[src/rtl/wdg_pkg.sv]
package wdg_pkg;

    typedef enum logic [2:0] {
        ST_BOOT     = 3'd0,
        ST_RSTPULSE = 3'd1,
        ST_GUARD    = 3'd2,
        ST_FREE     = 3'd3,
        ST_HOLD     = 3'd4,
        ST_NAP      = 3'd5,
        ST_LOCKOUT  = 3'd6,
        ST_WAKERST  = 3'd7
    } sup_state_e;

    typedef struct packed {
        logic [1:0] win_sel;
        logic       win_off;
        logic       hold;
        logic [3:0] hold_len;
        logic       reg_off;
    } ack_word_t;

    function automatic int max2(input int a, input int b);
        return (a > b) ? a : b;
    endfunction

    function automatic int win_ticks(input int base, input logic [1:0] sel);
        return base << sel;
    endfunction

    function automatic int hold_ticks(input int unit, input logic [3:0] len);
        return (int'(len) + 1) * unit;
    endfunction

    // states in which the microcontroller may write an acknowledge
    function automatic logic accepts_ack(input sup_state_e s);
        return (s == ST_BOOT) || (s == ST_GUARD) || (s == ST_FREE) || (s == ST_HOLD);
    endfunction

    // states in which the tick timer advances
    function automatic logic timer_live(input sup_state_e s);
        return (s == ST_BOOT) || (s == ST_RSTPULSE) || (s == ST_GUARD) ||
               (s == ST_HOLD) || (s == ST_LOCKOUT) || (s == ST_WAKERST);
    endfunction

endpackage

[src/rtl/wdg_tick_timer.sv]
module wdg_tick_timer #(
    parameter int TW      = 9,
    parameter int RST_LIM = 320
) (
    input  logic          clk,
    input  logic          rst,
    input  logic          tick,
    input  logic          run,
    input  logic          load,
    input  logic [TW-1:0] load_val,
    output logic          expire
);
    localparam logic [TW-1:0] ONE = TW'(1);

    logic [TW-1:0] cnt_q;
    logic [TW-1:0] lim_q;

    assign expire = run && tick && (cnt_q == lim_q - ONE);

    always_ff @(posedge clk) begin
        if (rst) begin
            cnt_q <= '0;
            lim_q <= TW'(RST_LIM);
        end else if (load) begin
            cnt_q <= '0;
            lim_q <= load_val;
        end else if (run && tick) begin
            cnt_q <= expire ? '0 : cnt_q + ONE;
        end
    end

    // a running timer never passes its limit
    a_r2_cnt_below_lim: assert property (@(posedge clk) disable iff (rst)
        run |-> (cnt_q < lim_q));

endmodule

[src/rtl/wdg_fail_ctr.sv]
module wdg_fail_ctr #(
    parameter int LIMIT = 7,
    parameter int FW    = 3
) (
    input  logic          clk,
    input  logic          rst,
    input  logic          clr,
    input  logic          inc,
    output logic [FW-1:0] cnt,
    output logic          last_try
);
    localparam logic [FW-1:0] LIM_V = FW'(LIMIT);

    logic [FW-1:0] cnt_q;

    always_ff @(posedge clk) begin
        if (rst)
            cnt_q <= '0;
        else if (clr)
            cnt_q <= '0;
        else if (inc && (cnt_q != LIM_V))
            cnt_q <= cnt_q + FW'(1);
    end

    assign cnt      = cnt_q;
    assign last_try = (cnt_q >= LIM_V - FW'(1));

    // the failure count never exceeds its limit
    a_r4_count_bound: assert property (@(posedge clk) disable iff (rst)
        cnt_q <= LIM_V);

endmodule

[src/rtl/wdg_ack_decode.sv]
module wdg_ack_decode
    import wdg_pkg::*;
#(
    parameter int TW          = 9,
    parameter int WIN_BASE_MS = 8,
    parameter int HOLD_UNIT_MS = 16
) (
    input  ack_word_t     ack_w,
    output sup_state_e    dest,
    output logic          load,
    output logic [TW-1:0] load_val
);
    // regulator-off, then supervision-off, then hold, then plain window
    always_comb begin
        dest     = ST_GUARD;
        load     = 1'b1;
        load_val = TW'(win_ticks(WIN_BASE_MS, ack_w.win_sel));
        if (ack_w.reg_off) begin
            dest = ST_NAP;
            load = 1'b0;
        end else if (ack_w.win_off) begin
            dest = ST_FREE;
            load = 1'b0;
        end else if (ack_w.hold) begin
            dest     = ST_HOLD;
            load_val = TW'(hold_ticks(HOLD_UNIT_MS, ack_w.hold_len));
        end
    end

endmodule

[src/rtl/wdg_supervisor.sv]
module wdg_supervisor
    import wdg_pkg::*;
#(
    parameter int STARTUP_MS    = 320,
    parameter int RST_MS        = 1,
    parameter int WIN_BASE_MS   = 8,
    parameter int HOLD_UNIT_MS  = 16,
    parameter int NAP_PERIOD_MS = 100,
    parameter int FAIL_LIMIT    = 7,
    localparam int FAIL_W       = $clog2(FAIL_LIMIT + 1)
) (
    input  logic              clk,
    input  logic              rst,
    input  logic              tick_ms_i,
    input  logic              rail_up_i,
    input  logic              rst_pin_i,
    input  logic              ack_i,
    input  logic [1:0]        ack_win_sel_i,
    input  logic              ack_win_off_i,
    input  logic              ack_hold_i,
    input  logic [3:0]        ack_hold_len_i,
    input  logic              ack_reg_off_i,
    input  logic              wake_i,
    input  logic              uv_i,
    output logic              rst_n_o,
    output logic              v1_en_o,
    output logic              v2_en_o,
    output logic [2:0]        state_o,
    output logic [FAIL_W-1:0] fail_cnt_o,
    output logic              timer_wake_o
);
    localparam int MAX_LIM = max2(max2(STARTUP_MS, RST_MS),
                                  max2(max2(WIN_BASE_MS * 8, HOLD_UNIT_MS * 16), NAP_PERIOD_MS));
    localparam int TW = $clog2(MAX_LIM + 1);
    localparam logic [TW-1:0] START_LIM = TW'(STARTUP_MS);
    localparam logic [TW-1:0] PULSE_LIM = TW'(RST_MS);
    localparam logic [TW-1:0] NAP_LIM   = TW'(NAP_PERIOD_MS);

    sup_state_e    st_q, st_d;
    logic [1:0]    sel_q;
    logic          emu_q;
    logic          tw_q;

    logic          t_exp, ld;
    logic [TW-1:0] ld_val;
    logic          f_clr, f_inc, last_try;
    logic          emu_clr, take_ack, nap_fire;
    logic          supervised, pin_pulled, emu_now;

    ack_word_t     ack_w;
    sup_state_e    dec_dest;
    logic          dec_load;
    logic [TW-1:0] dec_val;
    logic [TW-1:0] win_val;

    assign ack_w = '{win_sel: ack_win_sel_i, win_off: ack_win_off_i, hold: ack_hold_i,
                     hold_len: ack_hold_len_i, reg_off: ack_reg_off_i};

    wdg_ack_decode #(
        .TW(TW), .WIN_BASE_MS(WIN_BASE_MS), .HOLD_UNIT_MS(HOLD_UNIT_MS)
    ) u_dec (
        .ack_w(ack_w), .dest(dec_dest), .load(dec_load), .load_val(dec_val)
    );

    wdg_tick_timer #(.TW(TW), .RST_LIM(STARTUP_MS)) u_tmr (
        .clk(clk), .rst(rst), .tick(tick_ms_i), .run(timer_live(st_q)),
        .load(ld), .load_val(ld_val), .expire(t_exp)
    );

    wdg_fail_ctr #(.LIMIT(FAIL_LIMIT), .FW(FAIL_W)) u_fail (
        .clk(clk), .rst(rst), .clr(f_clr), .inc(f_inc),
        .cnt(fail_cnt_o), .last_try(last_try)
    );

    assign supervised = accepts_ack(st_q);
    assign pin_pulled = supervised && !rst_pin_i;
    assign emu_now    = emu_q || rst_pin_i;
    assign win_val    = TW'(win_ticks(WIN_BASE_MS, sel_q));

    always_comb begin
        st_d     = st_q;
        ld       = 1'b0;
        ld_val   = START_LIM;
        f_clr    = 1'b0;
        f_inc    = 1'b0;
        emu_clr  = 1'b0;
        take_ack = 1'b0;
        nap_fire = 1'b0;
        if (rail_up_i || pin_pulled) begin
            st_d = ST_BOOT;
            ld   = 1'b1;
        end else if (supervised && ack_i) begin
            take_ack = 1'b1;
            st_d     = dec_dest;
            ld       = dec_load;
            ld_val   = dec_val;
            f_clr    = (st_q == ST_GUARD);
        end else begin
            unique case (st_q)
                ST_BOOT: if (t_exp) begin
                    st_d    = ST_RSTPULSE;
                    ld      = 1'b1;
                    ld_val  = PULSE_LIM;
                    emu_clr = 1'b1;
                end
                ST_RSTPULSE: if (t_exp) begin
                    f_inc = !emu_now;
                    ld    = 1'b1;
                    if (!emu_now && last_try) begin
                        st_d   = ST_LOCKOUT;
                        ld_val = NAP_LIM;
                    end else begin
                        st_d = ST_BOOT;
                    end
                end
                ST_GUARD: if (t_exp) begin
                    st_d = ST_BOOT;
                    ld   = 1'b1;
                end
                ST_FREE: ;
                ST_HOLD: if (t_exp) begin
                    st_d   = ST_GUARD;
                    ld     = 1'b1;
                    ld_val = win_val;
                end
                ST_NAP: if (wake_i) begin
                    st_d   = uv_i ? ST_WAKERST : ST_BOOT;
                    ld     = 1'b1;
                    ld_val = uv_i ? PULSE_LIM : START_LIM;
                end
                ST_LOCKOUT: if (wake_i) begin
                    f_clr  = 1'b1;
                    st_d   = uv_i ? ST_WAKERST : ST_BOOT;
                    ld     = 1'b1;
                    ld_val = uv_i ? PULSE_LIM : START_LIM;
                end else if (t_exp) begin
                    ld       = 1'b1;
                    ld_val   = NAP_LIM;
                    nap_fire = 1'b1;
                end
                ST_WAKERST: if (t_exp) begin
                    st_d = ST_BOOT;
                    ld   = 1'b1;
                end
                default: st_d = ST_BOOT;
            endcase
        end
    end

    always_ff @(posedge clk) begin
        if (rst) begin
            st_q  <= ST_BOOT;
            sel_q <= '0;
            emu_q <= 1'b0;
            tw_q  <= 1'b0;
        end else begin
            st_q <= st_d;
            tw_q <= nap_fire;
            if (take_ack)
                sel_q <= ack_win_sel_i;
            if (emu_clr)
                emu_q <= 1'b0;
            else if ((st_q == ST_RSTPULSE) && rst_pin_i)
                emu_q <= 1'b1;
        end
    end

    assign rst_n_o      = !((st_q == ST_RSTPULSE) || (st_q == ST_WAKERST));
    assign v1_en_o      = !((st_q == ST_NAP) || (st_q == ST_LOCKOUT));
    assign v2_en_o      = (st_q == ST_GUARD) || (st_q == ST_FREE) || (st_q == ST_HOLD);
    assign state_o      = st_q;
    assign timer_wake_o = tw_q;

    // a failure pulse is only ever entered from boot
    a_r2_pulse_from_boot: assert property (@(posedge clk) disable iff (rst)
        ((st_q == ST_RSTPULSE) && ($past(st_q) != ST_RSTPULSE)) |-> ($past(st_q) == ST_BOOT));

    // a pulse seen high on the pin never raises the count
    a_r9_emu_no_inc: assert property (@(posedge clk) disable iff (rst)
        (($past(st_q) == ST_RSTPULSE) && $past(rst_pin_i)) |-> (fail_cnt_o <= $past(fail_cnt_o)));

    // free-running holds without acknowledge, rail event or pin pull
    a_r6_free_holds: assert property (@(posedge clk) disable iff (rst)
        ((st_q == ST_FREE) && !ack_i && !rail_up_i && rst_pin_i) |=> (st_q == ST_FREE));

    // sleep is left only by wake or rail event
    a_r8_nap_sticky: assert property (@(posedge clk) disable iff (rst)
        ((st_q == ST_NAP) && !wake_i && !rail_up_i) |=> (st_q == ST_NAP));

    // wake pulses come only out of lockout
    a_r10_pulse_source: assert property (@(posedge clk) disable iff (rst)
        timer_wake_o |-> ($past(st_q) == ST_LOCKOUT));

endmodule

[config.mk]
export PLATFORM = sky130hd
export DESIGN_NAME = wdg_supervisor
export DESIGN_NICKNAME = d
export VERILOG_FILES = /design/src/rtl/wdg_pkg.sv /design/src/rtl/wdg_tick_timer.sv /design/src/rtl/wdg_fail_ctr.sv /design/src/rtl/wdg_ack_decode.sv /design/src/rtl/wdg_supervisor.sv
export SDC_FILE = /design/constraint.sdc
export NUM_CORES = 1
export LEC_CHECK = 0
export CORE_ASPECT_RATIO = 0.9
export CORE_MARGIN = 3
export CORE_UTILIZATION = 47
export CTS_CLUSTER_SIZE = 20
export DETAILED_ROUTE_END_ITERATION = 16
export DONT_BUFFER_PORTS = 1
export PLACE_DENSITY = 0.67
export SETUP_SLACK_MARGIN = 0.5
export SLEW_MARGIN = 20
export SYNTH_ARGS = -nofsm -noshare
export SYNTH_HDL_FRONTEND = slang
export SYNTH_SLANG_ARGS = --single-unit
[constraint.sdc]
create_clock -name clk -period 2.4 [get_ports clk]
set_input_delay 0.12 -clock clk [delete_from_list [all_inputs] [get_ports clk]]
set_output_delay 0.12 -clock clk [all_outputs]
set_load 0.01 [all_outputs]
### Word-level counts from Yosys, hierarchy flattened

Index checks and enable logic that the tools add are counted.

* register bits after elaboration: 28
* input bits: 17
* output and inout bits: 10

* add/subtract/negate cells: 4
* $lt $le $gt $ge: 1
* equal/unequal tests: 14
* shift operators: 2
* mux-type cells: 47
* bitwise logic cells: 1
* reductions and logical operators: 36

Operators by type and width (number)
* $mux 9: 14
* $pmux 9 s5: 1
* $mux 3: 11
* $mux 1: 19
* $shl 4x2->9 const A: 2
* $pmux 3 s5: 1
* $logic_or 1x1->1: 14
* $eq 3x3->1 const B: 4
* $ne 3x1->1 const B: 4
* $reduce_or 2->1: 6
* $reduce_or 5->1: 2
* $add 9x1->9 const B: 1
* $eq 9x9->1: 1
* $sub 9x1->9 const B: 1
* $logic_and 1x1->1: 7
* $eq 3x2->1 const B: 2
* $reduce_and 6->1: 1
* $reduce_bool 6->1: 1
* $add 4x1->5 const B: 1
* $logic_not 1->1: 4
* $add 3x1->3 const B: 1
* $eq 3x1->1 const B: 1
* $ge 3x3->1 const B: 1
* $logic_not 3->1: 1
* other kinds (4): 4

### Longest topological paths before layout

* depth after elaboration: 14
* gate-level depth with buffers: 9
* gate-level depth less buffers: 8

### Cells and area by module

Synthesis repeated with hierarchy kept, for this count alone.

* cells, all modules: 294
* area, all modules: 2428.6 µm²

By module, submodules not included
* wdg_tick_timer: times used 1, cells an instance 118, area each 1053.5 µm²
* wdg_supervisor: times used 1, cells an instance 137, area each 1007.2 µm²
* wdg_ack_decode: times used 1, cells an instance 24, area each 195.2 µm²
* wdg_fail_ctr: times used 1, cells an instance 15, area each 172.7 µm²

### Least setup slack after synthesis

Ideal clock, no wire load.

* path kind: flip-flop to flip-flop
* start: register st_q[1] (netlist: state_o[1])
* end: register u_tmr.lim_q[3]
* setup time: 88 ps
* arrival: 2026 ps
* slack: 285 ps
* stages on the path, launching flop included: 8
* buffers on the path: 2
* cell sequence: dfxtp_1 > buf_6 > mux2i_4 > nand2_4 > or3_1 > buf_2 > or4_4 > a311oi_2

* word-level cells in the longest chain between the ends: 13
* elaborated cells on any way between the ends: 32

RTL lines
* start, declared: line wdg_supervisor.sv:39 `sup_state_e st_q, st_d;`
* start signal, assigned: line wdg_supervisor.sv:157 `st_q <= st_d;`
* $eq 3x1->1 or $logic_not 3->1 (tied branches): line wdg_pkg.sv:41, wdg_supervisor.sv:99, wdg_pkg.sv:36
* $logic_or 1x1->1 (3 in series): line wdg_pkg.sv:41 `return (s == ST_BOOT) || (s == ST_RSTPULSE) || (s == ST_GUARD) ||`
* $logic_or 1x1->1 (2 in series): line wdg_pkg.sv:42 `(s == ST_HOLD) || (s == ST_LOCKOUT) || (s == ST_WAKERST);`
* $logic_and 1x1->1 (2 in series): line wdg_tick_timer.sv:18 `assign expire = run && tick && (cnt_q == lim_q - ONE);`
* $mux 1
* $mux 1: line wdg_supervisor.sv:131 `ST_LOCKOUT: if (wake_i) begin`
* $pmux 1 s3: line wdg_supervisor.sv:99 `unique case (st_q)`
* $mux 1: line wdg_supervisor.sv:92 `end else if (supervised && ack_i) begin`
* $mux 1: line wdg_supervisor.sv:89 `if (rail_up_i || pin_pulled) begin`
* end signal, assigned: line wdg_tick_timer.sv:23 `lim_q <= TW'(RST_LIM);`
* end signal, assigned: line wdg_tick_timer.sv:26 `lim_q <= load_val;`
* end, declared: line wdg_tick_timer.sv:16 `logic [TW-1:0] lim_q;`

Several ways; a longest one is shown, not always the timed one.
A chain may end at the register's enable or synchronous reset.

### Worst setup path after layout

* start: register u_tmr.lim_q[0]
* end: register u_tmr.lim_q[3]

* word-level cells in the longest chain between the ends: 8
* elaborated cells on any way between the ends: 13

RTL lines (line)
* $sub 9x1->9 *: wdg_tick_timer.sv:18
* $eq 9x9->1 *: wdg_tick_timer.sv:18
* $logic_and 1x1->1 *: wdg_tick_timer.sv:18
* $mux 1
* $mux 1: wdg_supervisor.sv:131
* $pmux 1 s3: wdg_supervisor.sv:99
* $mux 1: wdg_supervisor.sv:92
* $mux 1: wdg_supervisor.sv:89

Every way passes the cells marked *; elsewhere a longest branch is shown, timed or not.

==> metrics.md <==
| Metric | Value |
|---|---|
| Commonest cells post-synth | `nor2_1 (30), dfxtp_1 (27), nand2_1 (20)` |
| Slew headroom | `63.7%` |
| Yosys reg bits | `27` |
| Sequential Area | `554 µm²` |
| Worst hold path class | `in2reg` |
| Synthesized cell area | `2130 µm²` |
| Clk root buf | `clkbuf_8` |
| Status | `finished, final reports clean` |
| Hold Crit Depth | `3` |
| Final hold viol count | `0` |
| Dpl hpwl | `4350 µm` |
| Mapped Avg Cell Area | `7.97 µm²` |
| Largest net degree at the start of global routing | `20` |
| Yosys top cell by area | `dfxtp_1` |
| Count leader, synth | `nor2_1` |
| Initial antenna violation count | `0` |
| WP data required | `2.59 ns` |
| Vias | `2134` |
| Final hold slack | `0.00902 ns` |
| Row Count | `22` |
| Leakage power | `0.874 nW` |
| Wire length per cell | `17.7 µm` |
| Placer Congestion | `0.916` |
| Syn nets | `289` |
| Tightest Pin Transition | `0.544 ns` |
| Syn Inst Count | `267` |
| Die ar. | `5370 µm²` |
| Maximum clock insertion buffer count | `2` |
| CTS buffer count | `3` |
| Total GRT Usage | `22.2%` |
| Layout Nets | `303` |
| Worst reg2reg path depth | `7` |
| Footprint of the multi-input gates | `1740 µm²` |
| DIE HEIGHT | `69.8 µm` |
| Synth top area share | `25.4%` |
| Post-synth top flop | `dfxtp_1` |
| Io pins | `27` |
| Overall power | `0.901 mW` |
| EDFF count, synth | `0` |
| FMAX | `462 MHz` |
| DRC errors left | `0` |
| Final period utilization | `90.2%` |
| Die X-Extent | `76.9 µm` |
| Core ar. | `4210 µm²` |
| Ys Warns | `0` |
| Fin. max-slew vios | `0` |
| CTS clk-pin slew, worst paths | `0.10 ns` |
| CP Capture Type | `flop` |
| Total gr overflow | `0` |
| Pre-antenna DRT Iters | `7` |
| Starting DRT DRC Count | `194` |
| Crit path time final | `2.16 ns` |
| Port Buffer Count | `0` |
| PwrDens | `342 nW/µm²` |
| Arrival time at the worst endpoint | `2.36 ns` |
| Synth-to-Final Area Change | `23.9%` |
| Antenna diodes | `0` |
| Antenna-violating nets left | `0` |
| Global-route wire length before repair | `9750 µm` |
| Starting density of the core | `50.5%` |
| Max-cap violations | `0` |
| Synth unique cells | `66` |
| Sink Count | `27` |
| Drt total wl | `6010 µm` |
| Post-synthesis sequential area ratio | `25.4%` |
| Area contributors post-synth | `dfxtp_1 (25%), nor2_1 (5.3%), xor2_1 (4.1%)` |
| Critical Path Source Type | `flop` |
| Clock skew | `0.00547 ns` |
| Final setup TNS | `0 ns` |
| Clock latency at the later pin of the worst-skew pair | `0.28 ns` |
| WS Path Type | `reg2reg` |
| Vias in the first global route | `2050` |
| Fillers | `385` |
| RSZ-0062 raised after global routing | `true` |
| Layout cell share with drive strength beyond 1 | `31.8%` |
| H-tree depth | `1` |
| CTS tree | `done` |
| Setup Viol. Count Final | `0` |
| Drt via density | `6.28` |
| Maximum fanout along the worst path | `4` |
| Peak VDD IR | `0.241 mV` |
| Async SR Flop Fraction | `0%` |
[final timing paths]
check | endpoint | start | slack (ns)
setup / recovery | u_tmr.lim_q[3] | u_tmr.lim_q[0] | 0.24
hold / removal | u_tmr.lim_q[0] | rst | 0.009
setup reg to reg | u_tmr.lim_q[3] | u_tmr.lim_q[0] | 0.24
hold reg to reg | u_tmr.cnt_q[1] | u_tmr.cnt_q[1] | 0.51
[placed cells by master, fill, tap and decap left out, types with 4 or more instances in the layout]
cell type	count
nand4_1	6
nand2b_1	6
inv_1	4
mux2i_1	5
dfxtp_1	18
nand2_1	19
dfxtp_2	8
nor2_1	25
a31oi_1	7
buf_6	5
a21oi_1	11
nor2_2	4
ha_1	4
xor2_1	8
o21ai_0	13
buf_4	15
nor3_1	7
xnor2_1	6
nand3_1	7
[cell families after synthesis]
logic type	after synthesis	synth area share [%]
xor gates and xnor gates	19	8.53
buffers and inverters	20	4.12
and+or+nand+nor	120	31.4
adders and majority gates	5	2.94
DFF	27	25.4
muxes	10	5.59
AOI/OAI and AO/OA	66	22.1
[layer usage]
layer	wire length, µm	GRT usage [%]	part of all wire [%]
met1	2710	30.7	45
met2	2780	35.0	46
met3	439	5.19	7.3
met4	66	4.63	1.1
met5	0	0	0
[sequential cells by signal (all words and copies together) (netlist names)]
signal,cells
emu_q,1
sel_q,2
state_o,3
timer_wake_o,1
u_fail.cnt,3
u_tmr.cnt_q,9
u_tmr.lim_q,8
[worst max-delay path, cell delays in order, from the launching register on]
cell	delay, ns
dfxtp_4	0.39
inv_4	0.04
ha_4	0.23
xnor2_2	0.13
a211oi_2	0.28
o211ai_2	0.19
or4_1	0.54
a311oi_2	0.27
[where the power goes]
part	leakage, nW	total (mW)	internal, mW	switching [mW]
clock	0.0217	0.275	0.118	0.156
sequential	0.223	0.467	0.454	0.0122
combinational	0.629	0.160	0.0701	0.0899
total	0.874	0.901	0.643	0.258
[stage by stage]
stage	util, %	cell area (µm²)	worst slack (ns)	cells
finish	62.6	2640	0.235	340
global route	62.6	2640	0.134	340
CTS	58.6	2470	0.241	339
detailed placement	53.9	2270	0.205	326
global placement	53.9	2270	0.286	326
floorplan	-	2170	0.332	267
[layout make-up]
type	count	area share (%)
timing repair buffer	22	7.17
multi-input combinational	220	66.0
inverter	7	1.09
clock inverter	1	0.285
sequential	27	21.0
tap	60	2.85
clock buffer	3	1.57
[timing repair]
action | CTS | global route
setup endpoints to repair | 25 | 25
hold buffers | 2 | 0
resized for setup | 19 | 38
buffers inserted | 7 | 1
pin swaps | 11 | 20
hold endpoints to repair | 7 | 0
No activity file was read; power rests on OpenSTA's default activity.
